==> src/rtl/ca_bus_stage.sv <==
module ca_bus_stage #(
  parameter int ADDR_W = 14,
  parameter int BANK_W = 3
) (
  input  logic              clk,
  input  logic              rst_n,
  input  logic              cmd_valid,
  input  logic [ADDR_W-1:0] cmd_addr,
  input  logic [BANK_W-1:0] cmd_bank,
  input  logic              hold_off,
  input  logic              bal_off,
  input  logic              a0_bal_off,
  input  logic              ca_off,
  output logic [ADDR_W-1:0] addr_q,
  output logic [BANK_W-1:0] bank_q,
  output logic [ADDR_W-1:0] addr_bal_q,
  output logic              ca_oe
);

  localparam logic [ADDR_W-1:0] A0_MASK = ADDR_W'(1);

  logic [ADDR_W-1:0] held_addr, addr_nx, inv_mask;
  logic [BANK_W-1:0] held_bank, bank_nx;

  assign addr_nx  = cmd_valid ? cmd_addr : (hold_off ? '0 : held_addr);
  assign bank_nx  = cmd_valid ? cmd_bank : (hold_off ? '0 : held_bank);
  assign inv_mask = bal_off ? '0 : (a0_bal_off ? ~A0_MASK : '1);

  always_ff @(posedge clk) begin
    if (!rst_n) begin
      held_addr  <= '0;
      held_bank  <= '0;
      addr_q     <= '0;
      bank_q     <= '0;
      addr_bal_q <= '1;
      ca_oe      <= 1'b0;
    end else begin
      if (cmd_valid) begin
        held_addr <= cmd_addr;
        held_bank <= cmd_bank;
      end
      addr_q     <= addr_nx;
      bank_q     <= bank_nx;
      addr_bal_q <= addr_nx ^ inv_mask;
      ca_oe      <= ~ca_off;
    end
  end

endmodule


==> config.mk <==
export PLATFORM = sky130hd
export DESIGN_NAME = ca_bus_stage
export DESIGN_NICKNAME = d
export VERILOG_FILES = /design/src/rtl/ca_bus_stage.sv
export SDC_FILE = /design/constraint.sdc
export NUM_CORES = 1
export LEC_CHECK = 0
export BUFFER_PORTS_ARGS = -buffer_cell sky130_fd_sc_hd__buf_4
export CORE_MARGIN = 2
export CORE_UTILIZATION = 30
export DETAILED_ROUTE_END_ITERATION = 10
export PLACE_DENSITY = 0.61
export SETUP_SLACK_MARGIN = 0.3
export SLEW_MARGIN = 0
export SYNTH_ARGS = -nofsm -noshare
export SYNTH_HDL_FRONTEND = slang
export SYNTH_SLANG_ARGS = --single-unit
==> constraint.sdc <==
create_clock -name clk -period 1.05 [get_ports clk]
set_input_delay 0.105 -clock clk [delete_from_list [all_inputs] [get_ports clk]]
set_output_delay 0.105 -clock clk [all_outputs]
set_load 0.01 [all_outputs]
Yosys cells after proc, flatten, opt, wreduce, memory -nomap -nowiden:

Cells that the tools add are included.

* word-level logic and storage cells: 14
* flip-flop bits (word level): 49
* input bits: 24
* output and inout bits: 32

* bitwise logic cells: 2
* mux-type cells: 6

Operator list (count)
* 2-to-1 mux 14 bit: 3
* XOR 14 bit: 1
* 2-to-1 mux 3 bit: 2
* 2-to-1 mux 1 bit: 1
* NOT 1 bit: 1

Logic depth before layout (Yosys ltp):

Gate-level depths: netlist (run 1).

* word-level depth: 3
* depth in mapped cells: 5
* mapped depth without buffers: 3

Worst setup path after synthesis (run 1):

OpenSTA, ideal clock, no wires.

* path kind: in2reg
* from: input cmd_valid
* to: register addr_bal_q[0]
* path buffers: 1
* library setup time: 0.121 ns
* setup slack: 0.116 ns
* cell stages on the path: 4
* arrival time: 0.813 ns
* required time: 0.929 ns
* path through: buf_6 -> nand2_1 -> a21boi_0 -> mux2_2

* cells in the longest elaborated chain, start to end: 2

RTL lines
* start: declaration: line 7 `input logic cmd_valid,`
* 2-to-1 mux 14 bit: line 25 `assign addr_nx = cmd_valid ? cmd_addr : (hold_off ? '0 : held_addr);`
* XOR 14 bit: line 44 `addr_bal_q <= addr_nx ^ inv_mask;`
* end signal: assignment: line 44
* end: declaration: line 16 `output logic [ADDR_W-1:0] addr_bal_q,`

No other way between the ends.
A chain may end at the register's enable or synchronous reset.

Worst setup path in the final report (run 1):

* from: register held_addr[0]
* to: register addr_bal_q[0]

* cells in the longest elaborated chain, start to end: 3

RTL lines
* start: declaration: line 22 `logic [ADDR_W-1:0] held_addr, addr_nx, inv_mask;`
* start signal: assignment: line 39 `held_addr <= cmd_addr;`
* 2-to-1 mux 14 bit (2 in a row): line 25
* XOR 14 bit: line 44

No other way between the ends.

==> flow_summary.toml, run 1 <==
[route]
drc = 0
drt_iter0_drc = 47
dr.pass1.iters = 4
wl_um = 3890
ant_nets = 0
num_vias = 1292
avgViaCountPerCell = 4.47
avgRoutedWirePerCell_um = 13.5

[power]
ir_worst_vdd_mv = 0.684
leakage_nw = 1.23
cellPowerDensity_nw_per_um2 = 1380

[worst_hold_path]
hold_end = "bank_q[2]"
hold_path.class = "primary input to flop"
hp-start = "hold_off"
hold_depth = 2

[clock_network]
clk_pin_slew_ps = 80
clock_latency_ps = 290
cts_buffer_depth = 2
htree_levels = 2
cts_root_buffer = "clkbuf_8"
cts_buffers = 5
cts_sinks = 49
tritoncts = "yes"

[logic_synthesis]
yosysUniqueCellTypes = 22
ys.warnings.count = 0
async_flop_share = 0
synth-seq-cells = 49
synth_top_area_frac = 0.560
syn_area_sq_um = 1750
synth.most_common_cell = "dfxtp_1"
synthCells = 149
synth_edf_count = 0
synth_top_area_cell = "dfxtp_1"
ys.flop_type = "dfxtp_1"
avgSynthCellArea_sq_um = 11.8
yosysSeqAreaShare = 0.560
synthTopCellsByCount = "49 x dfxtp_1, 26 x mux2i_1, 14 x nor2_1"
syn_nets = 173
synth.area.top_cells = "dfxtp_1 56%, mux2i_1 15%, a22o_2 7.4%"

[final_layout]
final-seq-area_sq_um = 1030
final_util = 0.497
multiInputGateArea_sq_um = 848
syn_to_final_growth_pct = 58.0
num-nets-final = 241
layout-drive-gt1-share = 0.737
fillers = 500
antennaDiodeCount = 0

[worst_setup_path]
critPathMaxFanout = 2
critPathRequiredTime_ps = 1230
r2r_end = "addr_bal_q[0]"
reg2regPathDepth = 2
crit_arrival_ps = 1070
critPathLaunchType = "flop"
rrSetupSlack_ps = 160
r2r-start = "held_addr[0]"
critPathKind = "flop to flop"
crit_path_end_kind = "flop"

[floorplanning]
ios = 56
die_w_um = 80.4
core_area_sq_um = 5570
fp.dieH_um = 80.4
rows = 27
initial_core_util = 0.314
dieArea_sq_um = 6470

[global_routing]
grt_max_degree = 19
track_usage = 0.123
antenna_found_initial = 0
grt_pass1_vias = 1231
overflow = 0
grt_pass1_wl_um = 6020

[placement]
place.gp.congestion = 0.719
preCtsSetupSlack_ps = -11.8
hpwlAfterDp_um = 2560
io_buffers = 55

[sta]
finalSetupViolations = 0
worstMarginPinSlew_ps = 509
relSlewSlack = 0.661
fmax_ghz = 1.13
setup_slack_ps = 162
hold_viol = 0
fin_crit_ps = 888
slew_viol_final = 0
min_period_over_period = 0.846
rsz0062_at_grt = "true"
tns_ps = 0
skew_ps = 5.52

[outcome]
outcome = "completed"

[flow_run]
drv_cap = 0
state kept, by name, summed over array words and instances (netlist names):
register	cells
ca_oe	1
held_bank	3
addr_bal_q	14
addr_q	14
held_addr	14
bank_q	3
repair_timing:
item	CTS	global route
resized for setup	81	13
buffers inserted	0	8
setup endpoints to repair	63	64
endpoints found under the hold margin	1	0
pin swaps	16	4
hold buffers	1	0
worst max-delay path by stage:
stage | endpoint | startpoint
3_5_place_dp | addr_q[0] | cmd_valid
6_report | addr_bal_q[0] | held_addr[0]
2_1_floorplan | addr_bal_q[7] | cmd_valid
4_1_cts | addr_bal_q[0] | held_addr[0]
3_3_place_gp | addr_q[0] | cmd_valid
5_1_grt | addr_bal_q[0] | held_addr[0]
area by class of cell:
| cell class | instances | share of cell area |
|---|---|---|
| Tap cell | 72 | 0.0325 |
| Inverter | 1 | 0.00136 |
| Clock buffer | 7 | 0.0312 |
| Timing Repair Buffer | 71 | 0.255 |
| Sequential cell | 49 | 0.374 |
| Multi-Input combinational cell | 89 | 0.306 |
per-layer routing:
| metal | up-vias | track usage | part of all wire |
|---|---|---|---|
| li1 | 641 | - | - |
| met1 | 613 | 0.151 | 0.44 |
| met2 | 36 | 0.206 | 0.50 |
| met3 | 2 | 0.0371 | 0.055 |
| met4 | 0 | 0.0407 | 0.0036 |
| met5 | - | 0 | 0 |
placed cells by master (no fill, tap or decap):
| master | n |
|---|---|
| a21boi_2 | 5 |
| inv_1 | 1 |
| clkbuf_1 | 1 |
| nand2_1 | 3 |
| dfxtp_1 | 6 |
| dlygate4sd3_1 | 1 |
| o21ai_0 | 1 |
| buf_4 | 34 |
| or3_1 | 1 |
| nand2b_1 | 2 |
| nand2_2 | 1 |
| buf_6 | 32 |
| mux2_4 | 1 |
| nand2b_4 | 1 |
| mux2i_1 | 26 |
| nand2b_2 | 1 |
| nor2_4 | 1 |
| buf_12 | 4 |
| a22o_4 | 13 |
| a21oi_2 | 4 |
| and2_4 | 13 |
| and2_1 | 1 |
| nor2_1 | 14 |
| dfxtp_2 | 43 |
| nor2_2 | 1 |
| clkbuf_8 | 6 |
per-stage QoR:
| step | hold WS [ps] | instances | area (sq um) | total power [mW] |
|---|---|---|---|---|
| final | 43.5 | 289 | 2770 | 3.83 |
| after global placement | 262 | 273 | 2370 | 2.64 |
| after CTS | 28.0 | 281 | 2680 | 3.84 |
| after floorplan | 177 | 149 | 1870 | 2.39 |
| after global routing | 34.5 | 289 | 2770 | 4.03 |
| after detailed placement | 267 | 273 | 2370 | 2.65 |
power breakdown:
group	total (mW)	switching (mW)	internal, mW
sequential	2.05	0.0598	1.99
clock	1.10	0.573	0.523
combinational	0.686	0.266	0.420
kinds of logic after synthesis:
logic type,Yosys count,share of synthesized area
AOI/OAI and AO/OA,23,0.110
buffers and inverters,11,0.0500
DFF,49,0.560
muxes,27,0.155
and+or+nand+nor,39,0.126
critical path, cell delays in order (launching register included):
cell and delay [ps]:
dfxtp_2 330, a21boi_2 140, mux2_4 310
No activity file was read; power rests on OpenSTA's default activity.
==> run 2, diff against run 1 <==
--- a/config.mk
+++ b/config.mk
@@ -5,11 +5,12 @@
 export SDC_FILE = /design/constraint.sdc
 export NUM_CORES = 1
 export LEC_CHECK = 0
+export ABC_AREA = 1
 export BUFFER_PORTS_ARGS = -buffer_cell sky130_fd_sc_hd__buf_4
 export CORE_MARGIN = 2
 export CORE_UTILIZATION = 30
 export DETAILED_ROUTE_END_ITERATION = 10
-export PLACE_DENSITY = 0.61
+export PLACE_DENSITY = 0.62
 export SETUP_SLACK_MARGIN = 0.3
 export SLEW_MARGIN = 0
 export SYNTH_ARGS = -nofsm -noshare
==> constraint.sdc (replaced) <==
create_clock -name clk -period 0.8 [get_ports clk]
set_input_delay 0.08 -clock clk [delete_from_list [all_inputs] [get_ports clk]]
set_output_delay 0.08 -clock clk [all_outputs]
set_load 0.01 [all_outputs]
==> run 2 against run 1 <==
- the run now ends with negative hold slack, negative setup slack left
- synthesized cell count increased by 50%
- combinational power increased by 57%
- die area increased by 4.7%
- sequential share of layout area decreased by 5.2 points
- count of clock-buffer cells in the layout unchanged
- largest cell class is now multi-input gates
- largest power group unchanged
- final cell count increased by 28%
- flip-flop and latch count unchanged
- routed wire length increased by 34%
- non-clock buffer count increased by 5
==> flow_summary.toml, run 2 <==
[outcome]
outcome = "finished, violations left"
violations = "negative hold slack, negative setup slack"

[logic_synthesis]
synth_edf_count = 0
syn_area_sq_um = 1840
yosysSeqAreaShare = 0.533
yosysUniqueCellTypes = 13
ys.flop_type = "dfxtp_1"
syn_nets = 248
async_flop_share = 0
synth_top_area_frac = 0.533
avgSynthCellArea_sq_um = 8.21
synthCells = 224
synth.most_common_cell = "nand2_1"
synth.area.top_cells = "dfxtp_1 53%, nand3_1 14%, nand2_1 13%"
synth-seq-cells = 49
synthTopCellsByCount = "62 x nand2_1, 52 x nand3_1, 49 x dfxtp_1"
ys.warnings.count = 0
synth_top_area_cell = "dfxtp_1"

[sta]
fin_crit_ps = 836
min_period_over_period = 1.04
tns_ps = -381
relSlewSlack = 0.731
setup_slack_ps = -35.5
timing.hold.ws_ps = -81.7
fmax_ghz = 1.20
finalSetupViolations = 32
slew_viol_final = 0
skew_ps = 3.57
rsz0062_at_grt = "true"
worstMarginPinSlew_ps = 403
hold_viol = 1

[worst_setup_path]
r2r_end = "addr_bal_q[0]"
critical_path.top_delay_family = "flip-flops"
critPathRequiredTime_ps = 720
r2r-start = "held_addr[0]"
critPathMaxFanout = 1
slowest_stage = "dfxtp_2"
slowest_delay_ps = 360
critPathKind = "flop to primary output"
crit_path_end_kind = "primary output"
critPathLaunchType = "flop"
worst-path-buf-inv = 1
worst-path-stages = 1
crit_arrival_ps = 760
rrSetupSlack_ps = 70
crit_path_cell_trace = "buf_6"
reg2regPathDepth = 4

[clock_network]
tritoncts = "yes"
cts_buffers = 5
cts_buffer_depth = 2
cts_root_buffer = "clkbuf_8"
clock_latency_ps = 300
htree_levels = 2
clk_pin_slew_ps = 80
cts_sinks = 49

[floorplanning]
fp.dieH_um = 82.3
rows = 28
core_area_sq_um = 5920
die_w_um = 82.3
initial_core_util = 0.311
dieArea_sq_um = 6770
ios = 56

[placement]
hpwlAfterDp_um = 3340
io_buffers = 55
place.gp.congestion = 0.737

[final_layout]
fillers = 525
antennaDiodeCount = 0
num-nets-final = 318
syn_to_final_growth_pct = 76.3
layout_commonest_cell = "dfxtp_2"
layout-drive-gt1-share = 0.831
top_regs = "addr_bal_q: 14 flops, addr_q: 14 flops, held_addr: 14 flops"
layout_common_cells = "46 x dfxtp_2, 44 x nand3_2, 38 x buf_4"

[flow_run]
drv_cap = 0

[power]
total_power_mw = 5.60
cellPowerDensity_nw_per_um2 = 1730
ir_worst_vdd_mv = 0.904
leakage_nw = 1.36

[global_routing]
grt_pass1_vias = 1808
overflow = 0
antenna_found_initial = 0
grt_pass1_wl_um = 8200
grt_max_degree = 20
track_usage = 0.159

[route]
drt_iter0_drc = 63
num_vias = 1784
wl_um = 5230
avgRoutedWirePerCell_um = 14.1
ant_nets = 0
drc = 0
avgViaCountPerCell = 4.82
dr.pass1.iters = 4

[worst_hold_path]
hp-start = "ca_off"
hold_end = "ca_oe"
hold_depth = 2
hold_path.class = "primary input to flop"
[run 2: repair_timing]
action,4_1_cts,5_1_grt
buffers inserted,0,1
pin swaps,37,17
endpoints found under the setup margin,80,80
gates cloned,0,0
resized for setup,121,46
endpoints found under the hold margin,1,1
[run 2: kinds of logic (layout without fill, tap and decap cells)]
kind of cell           after synthesis  after routing  synth area share
and+or+nand+nor                    123            123             0.310
DFF                                 49             49             0.533
AOI/OAI and AO/OA                   34             34            0.0925
buffers and inverters               18             89            0.0639
[run 2: layer usage]
layer  vias to the layer above  wire, um  global-route usage
met5                         -         0                   0
li1                        891         -                   -
met4                         0       116              0.0633
met3                        12       300              0.0337
met2                        53      2680               0.272
met1                       828      2130               0.192
[run 2: how the worst max path moves through the flow]
stage | from | endpoint | slack [ps]
final | addr_bal_q[1] | addr_bal_q[1] | -40
after detailed placement | cmd_valid | addr_bal_q[2] | -90
after global routing | addr_bal_q[1] | addr_bal_q[1] | -60
after global placement | cmd_valid | addr_bal_q[2] | -60
after floorplan | cmd_valid | addr_bal_q[11] | 90
after CTS | addr_bal_q[1] | addr_bal_q[1] | -50
[run 2: final cells by class]
class / instances / area, sq um / area share
Tap cell: 75 / 93.8 / 0.0289
Clock inverter: 1 / 30.0 / 0.00926
Multi-Input combinational cell: 157 / 1200 / 0.372
Clock buffer: 7 / 86.3 / 0.0266
Sequential cell: 49 / 1040 / 0.321
Timing Repair Buffer: 76 / 757 / 0.233
Inverter: 5 / 28.8 / 0.00887
[run 2: where the power goes]
| group | leakage, nW | internal [mW] | switching [mW] |
|---|---|---|---|
| Clock | 0.0585 | 1.02 | 0.809 |
| Sequential | 0.417 | 2.61 | 0.0862 |
| Combinational | 0.887 | 0.528 | 0.550 |
| Total | 1.36 | 4.16 | 1.45 |
[run 2: per-stage QoR]
stage	cells	utilization	worst slack, ps	area, sq um
floorplan	224	-	89.6	1980
global placement	361	0.435	-59.6	2580
detailed placement	361	0.435	-92.2	2580
CTS	369	0.519	-46.2	3070
global route	370	0.548	-63.9	3240
finish	370	0.548	-35.5	3240
==> run 3, diff against run 2 <==
--- a/config.mk
+++ b/config.mk
@@ -7,10 +7,12 @@
 export LEC_CHECK = 0
 export ABC_AREA = 1
 export BUFFER_PORTS_ARGS = -buffer_cell sky130_fd_sc_hd__buf_4
+export CELL_PAD_IN_SITES_DETAIL_PLACEMENT = 1
+export CELL_PAD_IN_SITES_GLOBAL_PLACEMENT = 1
 export CORE_MARGIN = 2
 export CORE_UTILIZATION = 30
 export DETAILED_ROUTE_END_ITERATION = 10
-export PLACE_DENSITY = 0.62
+export PLACE_DENSITY = 0.78
 export SETUP_SLACK_MARGIN = 0.3
 export SLEW_MARGIN = 0
 export SYNTH_ARGS = -nofsm -noshare
==> run 3 against run 2 <==
- the run still ends with negative hold slack, negative setup slack left
- flip-flop and latch count did not move
- total power is 2.8% higher
- clock power is 5% higher
- sequential power is essentially flat
- global-route usage grew 3.9 points
- register-to-register slack worse by 90 ps
- die area unchanged
- count of clock-buffer cells in the layout down 1
- design area is 0.85% higher
- critical path type unchanged
- largest cell class unchanged
==> flow_summary.toml, run 3 (synthesized netlist as in run 2, its figures left out) <==
[route]
num_vias = 1851
avgViaCountPerCell = 5.07
drt_iter0_drc = 67
ant_nets = 0
drc = 0
wl_um = 7050
avgRoutedWirePerCell_um = 19.3
dr.pass1.iters = 4

[final_layout]
top_regs = "addr_bal_q: 14 flops, addr_q: 14 flops, held_addr: 14 flops"
fillers = 637
num-nets-final = 313
syn_to_final_growth_pct = 77.8
layout-drive-gt1-share = 0.876
final_util = 0.552
layout_common_cells = "48 x nand3_2, 46 x dfxtp_2, 37 x buf_6"
antennaDiodeCount = 0
final_area_sq_um = 3270
layout_commonest_cell = "nand3_2"

[sta]
fin_crit_ps = 851
timing.hold.ws_ps = -102
worstMarginPinSlew_ps = 380
slew_viol_final = 0
fmax_ghz = 1.17
skew_ps = 9.95
finalSetupViolations = 33
tns_ps = -1090
setup_slack_ps = -51.1
hold_viol = 1
rsz0062_at_grt = "true"
relSlewSlack = 0.746
min_period_over_period = 1.06

[worst_setup_path]
crit_arrival_ps = 770
slowest_stage = "dfxtp_2"
crit_path_end_kind = "primary output"
critPathMaxFanout = 1
slowest_delay_ps = 340
critPathKind = "flop to primary output"
critical_path.top_delay_family = "flip-flops"
reg2regPathDepth = 4
critPathLaunchType = "flop"
crit_path_cell_trace = "buf_6"
worst-path-buf-inv = 1
critPathRequiredTime_ps = 720
worst-path-stages = 1

[power]
cellPowerDensity_nw_per_um2 = 1760
total_power_mw = 5.76
leakage_nw = 1.34
ir_worst_vdd_mv = 0.757

[floorplanning]
dieArea_sq_um = 6770
die_w_um = 82.3
fp.dieH_um = 82.3
rows = 28
initial_core_util = 0.311
ios = 56
core_area_sq_um = 5920

[placement]
post_dp_cell_area_sq_um = 2460
place.gp.congestion = 0.723
hpwlAfterDp_um = 3750
preCtsSetupSlack_ps = -95.0
io_buffers = 55

[global_routing]
grt_max_degree = 35
track_usage = 0.198
grt_pass1_wl_um = 9980
grt_pass1_vias = 1959
overflow = 0
antenna_found_initial = 0

[flow_run]
drv_cap = 0

[worst_hold_path]
hold_depth = 2
hold_path.class = "primary input to flop"

[outcome]
violations = "negative hold slack, negative setup slack"
outcome = "finished, violations left"

[clock_network]
clock_latency_ps = 320
htree_levels = 2
tritoncts = "yes"
cts_root_buffer = "clkbuf_8"
cts_sinks = 49
cts_buffer_depth = 2
cts_buffers = 5
clk_pin_slew_ps = 100
-- run 3: repair_timing --
item	CTS	global route
endpoints found under the hold margin	1	1
setup buffers	0	5
pin swaps	16	20
endpoints found under the setup margin	80	80
resized for setup	136	54
-- run 3: report_power, final --
| part | total, mW | leakage (nW) | internal (mW) | switching, mW |
|---|---|---|---|---|
| registers | 2.71 | 0.416 | 2.61 | 0.100 |
| logic | 1.12 | 0.864 | 0.504 | 0.619 |
| clock network | 1.93 | 0.0574 | 1.02 | 0.910 |
| total | 5.76 | 1.34 | 4.13 | 1.63 |
-- run 3: path summary, 6_finish.rpt --
check	startpoint	end	slack [ps]
hold reg to reg	held_bank[2]	held_bank[2]	470
setup / recovery	addr_bal_q[4]	addr_bal_q[4]	-50
setup reg to reg	held_addr[4]	addr_bal_q[4]	-20
hold / removal	ca_off	ca_oe	-100
-- run 3: per-layer routing --
layer | global-route usage | wire length [um] | vias up
met5 | 0 | 0 | -
met4 | 0.0600 | 113 | 0
met3 | 0.0424 | 213 | 11
met2 | 0.366 | 3800 | 43
met1 | 0.226 | 2930 | 913
li1 | - | - | 884
-- run 3: cell type report --
type	count	area, sq um	share of cell area
tap	75	93.8	0.0287
timing repair buffer	71	684	0.209
clock buffer	6	82.6	0.0252
multi-input combinational	157	1300	0.398
inverter	5	28.8	0.00880
sequential	49	1040	0.319
clock inverter	2	37.5	0.0115
-- run 3: worst register-to-register path: stages (launching register included) --
cell	delay (ps)
dfxtp_2	350
nand2_2	110
nand2_2	70
nand3_2	90
nand3_2	90
-- run 3: metrics by stage --
stage               std cells  hold slack (ps)
floorplan                 224              152
global placement          352              244
detailed placement        352              249
CTS                       360            -82.4
global route              365             -102
finish                    365             -102
